<file path="src/rtl/ssr_pkg.sv">
package ssr_pkg;
  parameter int STAT_W   = 8;
  parameter int BUSY_POS = 7;
  parameter int OVR_POS  = 0;
endpackage

</file>
<file path="src/rtl/ssr_busy_track.sv">
module ssr_busy_track (
  input  logic clk,
  input  logic rst_n,
  input  logic en,
  input  logic set_tx,
  input  logic set_rx,
  input  logic clr_last,
  output logic busy
);
  logic busy_q;
  logic busy_d;
  logic busy_upd;
  logic set_any;

  always_comb begin
    set_any  = set_tx | set_rx;
    busy_upd = ~en | set_any | clr_last;
    if (!en)          busy_d = 1'b0;
    else if (set_any) busy_d = 1'b1;
    else              busy_d = 1'b0;
  end

  always_ff @(posedge clk or negedge rst_n) begin
    if (!rst_n)        busy_q <= 1'b0;
    else if (busy_upd) busy_q <= busy_d;
  end

  assign busy = busy_q;
endmodule

</file>
<file path="src/rtl/ssr_ovr_track.sv">
module ssr_ovr_track (
  input  logic clk,
  input  logic rst_n,
  input  logic en,
  input  logic rx_done,
  input  logic cpu_rd,
  input  logic rx_start,
  input  logic sw_clr,
  output logic ovr,
  output logic irq
);
  logic unread_q, unread_d, unread_upd;
  logic ovr_q, ovr_d, ovr_upd;
  logic irq_q, irq_d;
  logic ovr_evt;

  always_comb begin
    ovr_evt = en & rx_start & unread_q;

    unread_upd = ~en | rx_done | cpu_rd;
    if (!en)          unread_d = 1'b0;
    else if (rx_done) unread_d = 1'b1;
    else              unread_d = 1'b0;

    ovr_upd = ~en | ovr_evt | sw_clr;
    if (!en)          ovr_d = 1'b0;
    else if (ovr_evt) ovr_d = 1'b1;
    else              ovr_d = 1'b0;

    irq_d = ovr_evt;
  end

  always_ff @(posedge clk or negedge rst_n) begin
    if (!rst_n)          unread_q <= 1'b0;
    else if (unread_upd) unread_q <= unread_d;
  end

  always_ff @(posedge clk or negedge rst_n) begin
    if (!rst_n)       ovr_q <= 1'b0;
    else if (ovr_upd) ovr_q <= ovr_d;
  end

  always_ff @(posedge clk or negedge rst_n) begin
    if (!rst_n) irq_q <= 1'b0;
    else        irq_q <= irq_d;
  end

  assign ovr = ovr_q;
  assign irq = irq_q;
endmodule

</file>
<file path="src/rtl/ssr_reg_if.sv">
module ssr_reg_if #(
  parameter int REG_W    = ssr_pkg::STAT_W,
  parameter int BUSY_POS = ssr_pkg::BUSY_POS,
  parameter int OVR_POS  = ssr_pkg::OVR_POS
) (
  input  logic             wr_en,
  input  logic [REG_W-1:0] wr_data,
  input  logic [REG_W-1:0] wr_mask,
  input  logic             busy,
  input  logic             ovr,
  output logic             sw_ovr_clr,
  output logic [REG_W-1:0] rd_data
);
  always_comb begin
    sw_ovr_clr = wr_en & wr_mask[OVR_POS] & ~wr_data[OVR_POS];
  end

  for (genvar i = 0; i < REG_W; i++) begin : g_rd
    if (i == BUSY_POS) begin : g_busy
      assign rd_data[i] = busy;
    end else if (i == OVR_POS) begin : g_ovr
      assign rd_data[i] = ovr;
    end else begin : g_zero
      assign rd_data[i] = 1'b0;
    end
  end
endmodule

</file>
<file path="src/rtl/ssr_status.sv">
module ssr_status #(
  parameter int REG_W    = ssr_pkg::STAT_W,
  parameter int BUSY_POS = ssr_pkg::BUSY_POS,
  parameter int OVR_POS  = ssr_pkg::OVR_POS
) (
  input  logic             clk,
  input  logic             rst_n,
  input  logic             pwr_en,
  input  logic             wr_en,
  input  logic [REG_W-1:0] wr_data,
  input  logic [REG_W-1:0] wr_mask,
  output logic [REG_W-1:0] rd_data,
  input  logic             tx_load,
  input  logic             rx_dummy_rd,
  input  logic             last_sclk_edge,
  input  logic             rx_start,
  input  logic             rx_done,
  input  logic             rx_cpu_rd,
  output logic             rx_err_irq
);
  logic busy;
  logic ovr;
  logic sw_ovr_clr;

  ssr_busy_track u_busy (
    .clk      (clk),
    .rst_n    (rst_n),
    .en       (pwr_en),
    .set_tx   (tx_load),
    .set_rx   (rx_dummy_rd),
    .clr_last (last_sclk_edge),
    .busy     (busy)
  );

  ssr_ovr_track u_ovr (
    .clk      (clk),
    .rst_n    (rst_n),
    .en       (pwr_en),
    .rx_done  (rx_done),
    .cpu_rd   (rx_cpu_rd),
    .rx_start (rx_start),
    .sw_clr   (sw_ovr_clr),
    .ovr      (ovr),
    .irq      (rx_err_irq)
  );

  ssr_reg_if #(
    .REG_W    (REG_W),
    .BUSY_POS (BUSY_POS),
    .OVR_POS  (OVR_POS)
  ) u_regif (
    .wr_en      (wr_en),
    .wr_data    (wr_data),
    .wr_mask    (wr_mask),
    .busy       (busy),
    .ovr        (ovr),
    .sw_ovr_clr (sw_ovr_clr),
    .rd_data    (rd_data)
  );
endmodule

</file>
<file path="config.mk">
export PLATFORM = sky130hd
export DESIGN_NAME = ssr_status
export DESIGN_NICKNAME = d
export VERILOG_FILES = /design/src/rtl/ssr_pkg.sv /design/src/rtl/ssr_busy_track.sv /design/src/rtl/ssr_ovr_track.sv /design/src/rtl/ssr_reg_if.sv /design/src/rtl/ssr_status.sv
export SDC_FILE = /design/constraint.sdc
export NUM_CORES = 1
export LEC_CHECK = 0
export CAP_MARGIN = 20
export CELL_PAD_IN_SITES_DETAIL_PLACEMENT = 2
export CELL_PAD_IN_SITES_GLOBAL_PLACEMENT = 2
export CORE_MARGIN = 1.5
export CORE_UTILIZATION = 10
export CTS_BUF_LIST = sky130_fd_sc_hd__clkbuf_8
export CTS_CLUSTER_DIAMETER = 50
export CTS_CLUSTER_SIZE = 16
export DETAILED_ROUTE_END_ITERATION = 12
export GPL_ROUTABILITY_DRIVEN = 0
export GPL_TIMING_DRIVEN = 0
export PLACE_DENSITY_LB_ADDON = 0.1
export SYNTH_ARGS = -nofsm -noshare
export SYNTH_HDL_FRONTEND = slang
export SYNTH_SLANG_ARGS = --single-unit
</file>
<file path="constraint.sdc">
create_clock -name clk -period 2.4 [get_ports clk]
set_input_delay 0.6 -clock clk [delete_from_list [all_inputs] [get_ports clk]]
set_output_delay 0.6 -clock clk [all_outputs]
set_load 0.005 [all_outputs]
</file>
==> metrics.md <==
| Metric | Value |
|---|---|
| Status | complete, no violations |
| Max VDD drop | 0.238 mV |
| Netlist Area Pre-Place | 221 um2 |
| I/O pin total | 35 |
| Worst hold-check slack | 510 ps |
| First-pass GRT wire length | 1090 um |
| Vias in the first global route | 245 |
| Post-route design area | 455 um2 |
| Most frequent cells in the layout | sky130_fd_sc_hd__clkdlybuf4s50_1, sky130_fd_sc_hd__buf_4, sky130_fd_sc_hd__conb_1 |
| Total number of clock tree sinks | 4 |
| Max clock buf depth | 2 |
| Yosys warning count | 0 |
| Post-route fraction of the period consumed by the critical path | 72.8% |
| Insertion delay of the later-clocked pin in the worst-skew pair | 220 ps |
| Post-CTS setup repair buffer count | 0 |
| Largest stage delay, worst path | 440 ps |
| Starting DRT DRC Count | 3 |
| Crit. End Element | output pin |
| Length of the first detailed-routing pass in iterations | 2 |
| Area fraction of the dominant cell type after synthesis | 45.2% |
| Category of the most critical setup path | flip-flop to output pin |
| Antenna Cells | 0 |
| Final number of max-transition violations | 0 |
| Max-cap check violation count | 0 |
| Avg WL per Cell | 9.48 um |
| Maximum level of the CTS H-tree | 1 |
| Sequential fraction of the synthesis area | 45.2% |
| Number of cell rows | 16 |
| Remaining global-route overflow | 0 |
| Number of hold violations in the final report | 0 |
| Number of different library cells in the post-synthesis netlist | 9 |
| Tightest Hold Check Type | flip-flop to flip-flop |
| Area contributors post-synth | sky130_fd_sc_hd__dfrtp_1, sky130_fd_sc_hd__buf_4, sky130_fd_sc_hd__nor2b_1 |
| Data required time of the worst path | 1800 ps |
| Worst Skew | 3.23 ps |
| Most common library cell in the layout ignoring fill and taps | sky130_fd_sc_hd__clkdlybuf4s50_1 |
| Clock tree from TritonCTS | done |
| Port buffer count | 14 |
| Chip Height | 50.1 um |
| Total number of vias | 208 |
| Number of resized instances in the post-cts repair step | 0 |
| Fraction of final layout cells sized beyond drive strength 1 | 31.0% |
| Die ar. | 0.00251 mm2 |
| Via density | 3.01 |
| Hold Buf Count CTS | 0 |
| Syn-to-layout area delta | 106% |
| Cell at the root of the clock tree | sky130_fd_sc_hd__clkbuf_8 |
| Average cell area after synthesis | 11.1 um2 |
| PwrDens | 570 mW/mm2 |
| Die W | 50.1 um |
| #FFs+latches synth | 4 |
| Critical Path Fanout Max | 2 |
| Cell accounting for the most synthesized area | sky130_fd_sc_hd__dfrtp_1 |
| CORE AREA | 0.00202 mm2 |
| Overall fraction of global-route tracks in use | 6.30% |
| Clock Pin Slew Worst Setup and Hold Paths | 30 ps |
| Effective utilization at floorplan | 11.0% |
| Wirelength, routed | 654 um |
| RSZ-0062 raised after global routing | no |
| TritonCTS buffer count | 3 |
| Gate count after technology mapping | 20 |
| Post-DP Area | 414 um2 |
| Kind of start point of the critical path | flip-flop |
| Standard cell with the maximum stage delay on the critical path | sky130_fd_sc_hd__clkdlybuf4s50_1 |
| Residual DRC | 0 |
| Layout net count | 70 |
| Pin count of the biggest net entering global routing | 5 |
| TNS Setup | 0 ps |
| Peak clock frequency supported by timing | 572 MHz |
| Leakage power | 0.207 nW |
| Endpoint arrival time on the critical path | 1150 ps |
| Worst-case register-to-register setup slack | 1520 ps |
| DRT antenna net count | 0 |
| Initial antenna violation count | 0 |
| Sequence of cells on the critical path | buf_4, clkdlybuf4s50_1 |
| Time the worst path needs with I/O delays and setup | 1750 ps |
| Final setup fails | 0 |
-- sequential cells by signal (all words and copies together), names as in the netlist --
name,flops
u_ovr.unread_q,1
u_ovr.irq,1
u_ovr.ovr,1
u_busy.busy,1
-- kinds of logic (layout without fill, tap and decap cells) --
logic type / count (synthesis) / after routing / share of synthesized area (%)
AND/OR/NAND/NOR: 4 / 4 / 14.1
flip-flops: 4 / 4 / 45.2
buffers and inverters: 8 / 25 / 27.1
AO/OA/AOI/OAI: 3 / 3 / 11.9
other: 1 / 6 / 1.69
-- worst max-delay path, delay by kind of cell, from the launching register on --
family / cells / cell delay (ps)
DFF: 1 / 360
buffers and inverters: 2 / 570
-- Yosys cell counts --
cell	count
sky130_fd_sc_hd__a31o_1	1
sky130_fd_sc_hd__nand3b_1	1
sky130_fd_sc_hd__dfrtp_1	4
sky130_fd_sc_hd__nor2b_1	2
sky130_fd_sc_hd__o31a_2	1
sky130_fd_sc_hd__and3_4	1
sky130_fd_sc_hd__conb_1	1
sky130_fd_sc_hd__buf_4	8
sky130_fd_sc_hd__o21a_1	1
-- area by class of cell --
class | count | area, um2
plain buffers | 8 | 60.1
clock buffers | 3 | 41.3
fillers | 226 | 1570
multi-input cells | 13 | 80.1
flip-flops and latches | 4 | 100
well taps | 27 | 33.8
repair buffers | 14 | 140
-- layer usage --
layer / wire length, um / global-route usage, %
met1: 223 / 5.71
met2: 333 / 10.3
met3: 97 / 5.76
met4: 0 / 1.39
met5: 0 / 0
-- report_power, final --
part	switching [mW]	internal, mW	leakage [nW]
logic	0.0120	0.0328	0.134
clock network	0.0345	0.107	0.0216
registers	0.00149	0.0716	0.0521
-- stage by stage --
stage               util [%]  worst slack (ps)  instances  total power, mW
floorplan                  -              1320         25           0.0917
finish                  22.5               652         69            0.259
CTS                     22.5               637         69            0.265
global route            22.5               608         69            0.277
detailed placement      20.5               770         66            0.119
global placement        20.5               800         66            0.118
-- worst paths after layout --
kind / end / start / cells after the start
setup / recovery: rd_data[0] / u_ovr.ovr$_DFFE_PN0P_ / 2
hold / removal: u_ovr.ovr$_DFFE_PN0P_ / u_ovr.ovr$_DFFE_PN0P_ / 1
setup reg to reg: u_busy.busy$_DFFE_PN0P_ / u_busy.busy$_DFFE_PN0P_ / 2
hold reg to reg: u_ovr.ovr$_DFFE_PN0P_ / u_ovr.ovr$_DFFE_PN0P_ / 1
max in group asynchronous: u_ovr.unread_q$_DFFE_PN0P_ / rst_n / 1
min in group asynchronous: u_ovr.irq$_DFF_PN0_ / rst_n / 1
No activity file was read; power rests on OpenSTA's default activity.
